==> config.mk <==
export PLATFORM = sky130hd
export DESIGN_NAME = cw_datapath
export DESIGN_NICKNAME = d
export VERILOG_FILES = /design/src/rtl/cwd_pkg.sv /design/src/rtl/cwd_regfile.sv /design/src/rtl/cwd_func_unit.sv /design/src/rtl/cwd_shifter.sv /design/src/rtl/cw_datapath.sv
export SDC_FILE = /design/constraint.sdc
export NUM_CORES = 1
export LEC_CHECK = 0
export ABC_CLOCK_PERIOD_IN_PS = 13800
export BUFFER_PORTS_ARGS = -buffer_cell sky130_fd_sc_hd__buf_4
export CAP_MARGIN = 30
export CORE_MARGIN = 4
export CORE_UTILIZATION = 45
export CTS_BUF_LIST = sky130_fd_sc_hd__clkbuf_2 sky130_fd_sc_hd__clkbuf_4 sky130_fd_sc_hd__clkbuf_8
export DETAILED_ROUTE_END_ITERATION = 6
export HOLD_SLACK_MARGIN = 0.08
export PLACE_DENSITY = 0.64
export SYNTH_ARGS = -nofsm -noshare
export SYNTH_HDL_FRONTEND = slang
export SYNTH_SLANG_ARGS = --single-unit
==> constraint.sdc <==
create_clock -name clk -period 13.8 [get_ports clk]
set_input_delay 2.76 -clock clk [delete_from_list [all_inputs] [get_ports clk]]
set_output_delay 2.76 -clock clk [all_outputs]
set_load 0.005 [all_outputs]
==> src/rtl/cwd_pkg.sv <==
package cwd_pkg;
    typedef enum logic [3:0] {
        FN_PASS = 4'd0,
        FN_ADD  = 4'd1,
        FN_ADDC = 4'd2,
        FN_SUB  = 4'd3,
        FN_INC  = 4'd4,
        FN_DEC  = 4'd5,
        FN_AND  = 4'd6,
        FN_OR   = 4'd7,
        FN_XOR  = 4'd8,
        FN_NOT  = 4'd9
    } fn_e;

    typedef enum logic [1:0] {
        RES_FUNC = 2'd0,
        RES_SHR  = 2'd1,
        RES_SHL  = 2'd2,
        RES_MEM  = 2'd3
    } res_e;

    typedef struct packed {
        logic carry;
        logic ovf;
    } flags_t;
endpackage

==> src/rtl/cwd_regfile.sv <==
module cwd_regfile #(
    parameter int DW   = 8,
    parameter int NREG = 8,
    localparam int AW  = $clog2(NREG)
) (
    input  logic          clk,
    input  logic          rst,
    input  logic [AW-1:0] rd_a_idx,
    input  logic [AW-1:0] rd_b_idx,
    input  logic          wr_en,
    input  logic [AW-1:0] wr_idx,
    input  logic [DW-1:0] wr_data,
    output logic [DW-1:0] rd_a,
    output logic [DW-1:0] rd_b
);
    logic [DW-1:0] regs_d [NREG];
    logic [DW-1:0] regs_q [NREG];

    for (genvar i = 0; i < NREG; i++) begin : g_reg
        always_comb begin
            regs_d[i] = regs_q[i];
            if (rst) begin
                regs_d[i] = '0;
            end else if (wr_en && (wr_idx == AW'(i))) begin
                regs_d[i] = wr_data;
            end
        end

        always_ff @(posedge clk) begin
            regs_q[i] <= regs_d[i];
        end
    end

    assign rd_a = regs_q[rd_a_idx];
    assign rd_b = regs_q[rd_b_idx];
endmodule

==> src/rtl/cwd_func_unit.sv <==
module cwd_func_unit
    import cwd_pkg::*;
#(
    parameter int DW = 8
) (
    input  logic [3:0]    fn,
    input  logic [DW-1:0] op_a,
    input  logic [DW-1:0] op_b,
    output logic [DW-1:0] result,
    output flags_t        flags
);
    logic [DW-1:0] addend;
    logic          cin;
    logic          arith;
    logic [DW:0]   sum;

    always_comb begin
        arith  = 1'b1;
        addend = op_b;
        cin    = 1'b0;
        unique case (fn_e'(fn))
            FN_ADD:  begin addend = op_b;         cin = 1'b0; end
            FN_ADDC: begin addend = op_b;         cin = 1'b1; end
            FN_SUB:  begin addend = ~op_b;        cin = 1'b1; end
            FN_INC:  begin addend = '0;           cin = 1'b1; end
            FN_DEC:  begin addend = {DW{1'b1}};   cin = 1'b0; end
            default: begin addend = '0;           arith = 1'b0; end
        endcase

        sum = {1'b0, op_a} + {1'b0, addend} + {{DW{1'b0}}, cin};

        case (fn_e'(fn))
            FN_AND:  result = op_a & op_b;
            FN_OR:   result = op_a | op_b;
            FN_XOR:  result = op_a ^ op_b;
            FN_NOT:  result = ~op_a;
            default: result = arith ? sum[DW-1:0] : op_a;
        endcase

        flags.carry = arith & sum[DW];
        flags.ovf   = arith & (op_a[DW-1] == addend[DW-1]) & (sum[DW-1] != op_a[DW-1]);
    end
endmodule

==> src/rtl/cwd_shifter.sv <==
module cwd_shifter #(
    parameter int DW = 8
) (
    input  logic [DW-1:0] din,
    output logic [DW-1:0] right,
    output logic [DW-1:0] left
);
    for (genvar i = 0; i < DW; i++) begin : g_bit
        if (i == DW - 1) begin : g_top
            assign right[i] = 1'b0;
        end else begin : g_mid
            assign right[i] = din[i+1];
        end
        if (i == 0) begin : g_bot
            assign left[i] = 1'b0;
        end else begin : g_low
            assign left[i] = din[i-1];
        end
    end
endmodule

==> src/rtl/cw_datapath.sv <==
module cw_datapath
    import cwd_pkg::*;
#(
    parameter int DW   = 8,
    parameter int NREG = 8,
    localparam int AW  = $clog2(NREG)
) (
    input  logic          clk,
    input  logic          rst,
    input  logic [AW-1:0] a_sel,
    input  logic [AW-1:0] b_sel,
    input  logic          use_const,
    input  logic [DW-1:0] const_in,
    input  logic [3:0]    fn_sel,
    input  logic [1:0]    res_sel,
    input  logic [AW-1:0] dst_sel,
    input  logic          load_en,
    input  logic [DW-1:0] mem_din,
    output logic [DW-1:0] mem_addr,
    output logic [DW-1:0] mem_wdata,
    output logic          carry_o,
    output logic          ovf_o
);
    logic [DW-1:0] bus_a, reg_b, bus_b;
    logic [DW-1:0] fu_res, shr_res, shl_res, wb_data;
    flags_t        fu_flags, flags_d, flags_q;

    cwd_regfile #(.DW(DW), .NREG(NREG)) u_rf (
        .clk      (clk),
        .rst      (rst),
        .rd_a_idx (a_sel),
        .rd_b_idx (b_sel),
        .wr_en    (load_en),
        .wr_idx   (dst_sel),
        .wr_data  (wb_data),
        .rd_a     (bus_a),
        .rd_b     (reg_b)
    );

    assign bus_b = use_const ? const_in : reg_b;

    cwd_func_unit #(.DW(DW)) u_fu (
        .fn     (fn_sel),
        .op_a   (bus_a),
        .op_b   (bus_b),
        .result (fu_res),
        .flags  (fu_flags)
    );

    cwd_shifter #(.DW(DW)) u_sh (
        .din   (bus_b),
        .right (shr_res),
        .left  (shl_res)
    );

    always_comb begin
        unique case (res_e'(res_sel))
            RES_SHR: wb_data = shr_res;
            RES_SHL: wb_data = shl_res;
            RES_MEM: wb_data = mem_din;
            default: wb_data = fu_res;
        endcase

        flags_d = flags_q;
        if (rst) begin
            flags_d = '0;
        end else if (load_en) begin
            flags_d = fu_flags;
        end
    end

    always_ff @(posedge clk) begin
        flags_q <= flags_d;
    end

    assign mem_addr  = bus_a;
    assign mem_wdata = bus_b;
    assign carry_o   = flags_q.carry;
    assign ovf_o     = flags_q.ovf;
endmodule

==> qor.yml <==
status: "finished clean"
cts_inserted_buffers: 9
finalSetupViolCount: 0
clk_pin_slew_ns: 0.07
via_per_inst: 6.12
overflow: 0
grt_pass1_vias: 3587
globalplace.congestion: 0.930
dr.pass1.iters: 5
critPathCaptureType: "primary output"
crit_fanout: 15
cts-root-buf: "clkbuf_8"
cpMaxStageDelayCell: "mux4_2"
synth_top_cell_by_area: "edfxtp_1"
core.rowCount: 37
p_int_mw: 0.425
peakVddDrop_mv: 0.0833
worstReg2RegEnd: "u_rf.regs_q[0][6]$_DFFE_PP_"
die_h_um: 111
hold_path.startpoint: "ovf_o$_SDFFE_PP0P_"
crit_path_start_kind: "primary input"
drt_wl_total_mm: 12.7
cts_setup_buffers: 0
p_comb_share_pct: 27.7
nets: 509
synth_warnings: 0
holdPathStages: 2
synth_compound_area_share_pct: 14.4
drcViolationCount: 0
finalCritPeriodShare_pct: 52.3
ys.flop_type: "edfxtp_1"
fin_crit_ns: 7.21
cts_tree: "built"
clock_skew_ns: 0.00968
synth_nets: 471
rsz0062_at_grt: "false"
sequentialPowerShare_pct: 43.0
pin_count: 53
htree_num_levels: 3
ff2ff_setup_slack_ns: 9.23
cp.arrival_ns: 4.45
cp_cell_sequence: "buf_4 > mux4_2 > mux2i_1 > nand2_1 > o21ai_1 > inv_2 > buf_4"
synth-edff-count: 64
cap_violations: 0
ys_ff_latch: 66
total_leakage_power_nw: 2.13
clock_latency_ns: 0.34
synth-adder-area-share_pct: 6.89
synth-simple-area-share_pct: 11.0
core_area_um2: 10300
io_buffers: 52
hold_viol: 0
worstMarginPinSlew_ns: 1.08
netSwitchingPower_mw: 0.165
report.power.total_mw: 0.590
area_delta_synth_final_pct: 13.8
drive_gt1_share_pct: 27.6
maxSlewHeadroom_pct: 27.5
ctsResizeCount: 0
n_fill_cell: 898
drt-initial-drc-count: 309
syn_area_um2: 4760
crit_top_cell: "buf_4"
grt_pass1_wl_mm: 19.7
synth-xor-area-share_pct: 1.66
worstPathRequired_ns: 11.04
netlist-cell-type-count: 59
start_util_pct: 46.1
routed-via-count: 3605
grt_usage_pct: 20.8
detail-route-antenna-nets: 0
hold_path.class: "register to register"
tns_ns: 0
antenna_cells: 0
power-per-cell-area_nw_per_um2: 109
r2r_start: "u_rf.regs_q[7][0]$_DFFE_PP_"
grt_max_degree: 32
synth_top_family_by_area: "multiplexers"
holdPathEnd: "ovf_o$_SDFFE_PP0P_"
max_stage_delay_ns: 0.55
p_sw_share_pct: 27.9
utilization_pct: 52.4
async_flop_share_pct: 0
chipWidth_um: 111
synthMuxAreaShare_pct: 19.9
die_area_um2: 12300
cts.sinks: 66
path_class: "primary input to primary output"
reg2reg_depth: 15
avgRoutedWirePerCell_um: 21.5
cts_hold_buf: 0
ys_seq_area_share_pct: 41.2
synth_top_area_share_pct: 40.4
avgSynthCellArea_um2: 11.6
fmax_mhz: 139
postSynthCellCount: 411
clkPwrFrac_pct: 29.3
ctsLongestPathBuffers: 2
antenna_found_initial: 0
ys_top_cells_by_area: "edfxtp_1 (40%), mux4_2 (15%), ha_1 (6.0%), mux2i_1 (2.9%), nor2_1 (2.3%)"
dp_hpwl_mm: 9.12
slew_viol_final: 0
[metal layers]
layer / track usage (%) / wire (um) / vias up
met4: 8.29 / 294 / 0
li1: - / - / 1673
met2: 35.2 / 6240 / 161
met5: 0 / 0 / -
met3: 3.22 / 941 / 22
met1: 26.6 / 5190 / 1749
[kinds of logic after synthesis]
kind of cell,Yosys count
AO/OA/AOI/OAI,100
XOR/XNOR,9
adder cells (fa/ha/maj),25
buffers and inverters,54
flip-flops,66
multiplexers,52
AND/OR/NAND/NOR,105
[flip-flops by register name (all words and copies together), names as in the netlist]
| name | count |
|---|---|
| ovf_o | 1 |
| carry_o | 1 |
| u_rf.regs_q | 64 |
[synthesized netlist by cell type (3+ instances only)]
cell type	instances
a211oi_1	10
a21o_1	4
a21oi_1	20
a221o_1	4
a221oi_1	4
a31o_2	4
a41o_1	3
and3_1	4
buf_2	8
clkbuf_1	15
edfxtp_1	64
ha_1	23
inv_1	19
inv_2	6
mux2_2	3
mux2i_1	14
mux4_2	32
nand2_1	22
nand2b_1	10
nand3_1	6
nor2_1	29
nor2b_1	6
nor3_1	12
o211ai_1	6
o21a_1	3
o21ai_0	15
o21ai_1	8
o22ai_1	5
or3_1	3
xnor2_1	8
[power by group through the flow]
stage / sequential [mW] / clock (mW) / combinational (mW)
after floorplan: 0.254 / 0 / 0.113
after CTS: 0.253 / 0.177 / 0.163
final: 0.254 / 0.173 / 0.164
after global placement: 0.256 / 0 / 0.159
after global routing: 0.256 / 0.185 / 0.180
after detailed placement: 0.257 / 0 / 0.162
[per-stage QoR]
stage	setup slack [ns]	cell area [um^2]	instances	hold slack [ns]
floorplan	6.97	4760	411	0.463
global placement	6.48	5190	572	0.458
detailed placement	6.51	5200	574	0.468
CTS	6.60	5410	589	0.480
global route	6.52	5410	589	0.524
finish	6.59	5410	589	0.481
[critical path, delay by kind of cell]
family	cells	cell delay [ns]
AO/OA/AOI/OAI	1	0.21
multiplexers	2	0.80
buffers and inverters	3	0.54
AND/OR/NAND/NOR	1	0.14
[placed cells by master (no fill, tap or decap), types with 4 or more instances in the layout]
cell	count
a211oi_1	10
a21o_1	4
a21oi_1	20
a221o_1	4
a221oi_1	4
a31o_2	4
and3_1	4
buf_4	54
clkbuf_8	9
edfxtp_1	64
ha_1	23
inv_1	19
inv_2	6
mux2i_1	14
mux4_2	32
nand2_1	22
nand2b_1	10
nand3_1	6
nor2_1	29
nor2b_1	6
nor3_1	12
o211ai_1	6
o21ai_0	15
o21ai_1	8
o22ai_1	5
xnor2_1	8
[how the worst max path moves through the flow]
| stage | startpoint | to | cells after the start | slack, ns |
|---|---|---|---|---|
| 2_1_floorplan | b_sel[0] | u_rf.regs_q[0][4]$_DFFE_PP_ | 16 | 6.97 |
| 3_3_place_gp | b_sel[0] | u_rf.regs_q[0][4]$_DFFE_PP_ | 15 | 6.48 |
| 3_5_place_dp | b_sel[0] | u_rf.regs_q[0][6]$_DFFE_PP_ | 16 | 6.51 |
| 4_1_cts | b_sel[0] | mem_wdata[5] | 7 | 6.60 |
| 5_1_grt | b_sel[0] | u_rf.regs_q[7][6]$_DFFE_PP_ | 16 | 6.52 |
| 6_report | b_sel[0] | mem_wdata[5] | 7 | 6.59 |
[cell type report]
type / instances / area, um^2 / area share (%)
multi-input cells: 291 / 2560 / 47.3
flip-flops and latches: 66 / 1960 / 36.2
repair buffers: 56 / 415 / 7.67
well taps: 136 / 170 / 3.14
clock buffers: 12 / 146 / 2.70
inverters: 25 / 93.8 / 1.73
clock inverters: 3 / 65.1 / 1.20
Note: power is estimated with default switching activity, not from simulation.
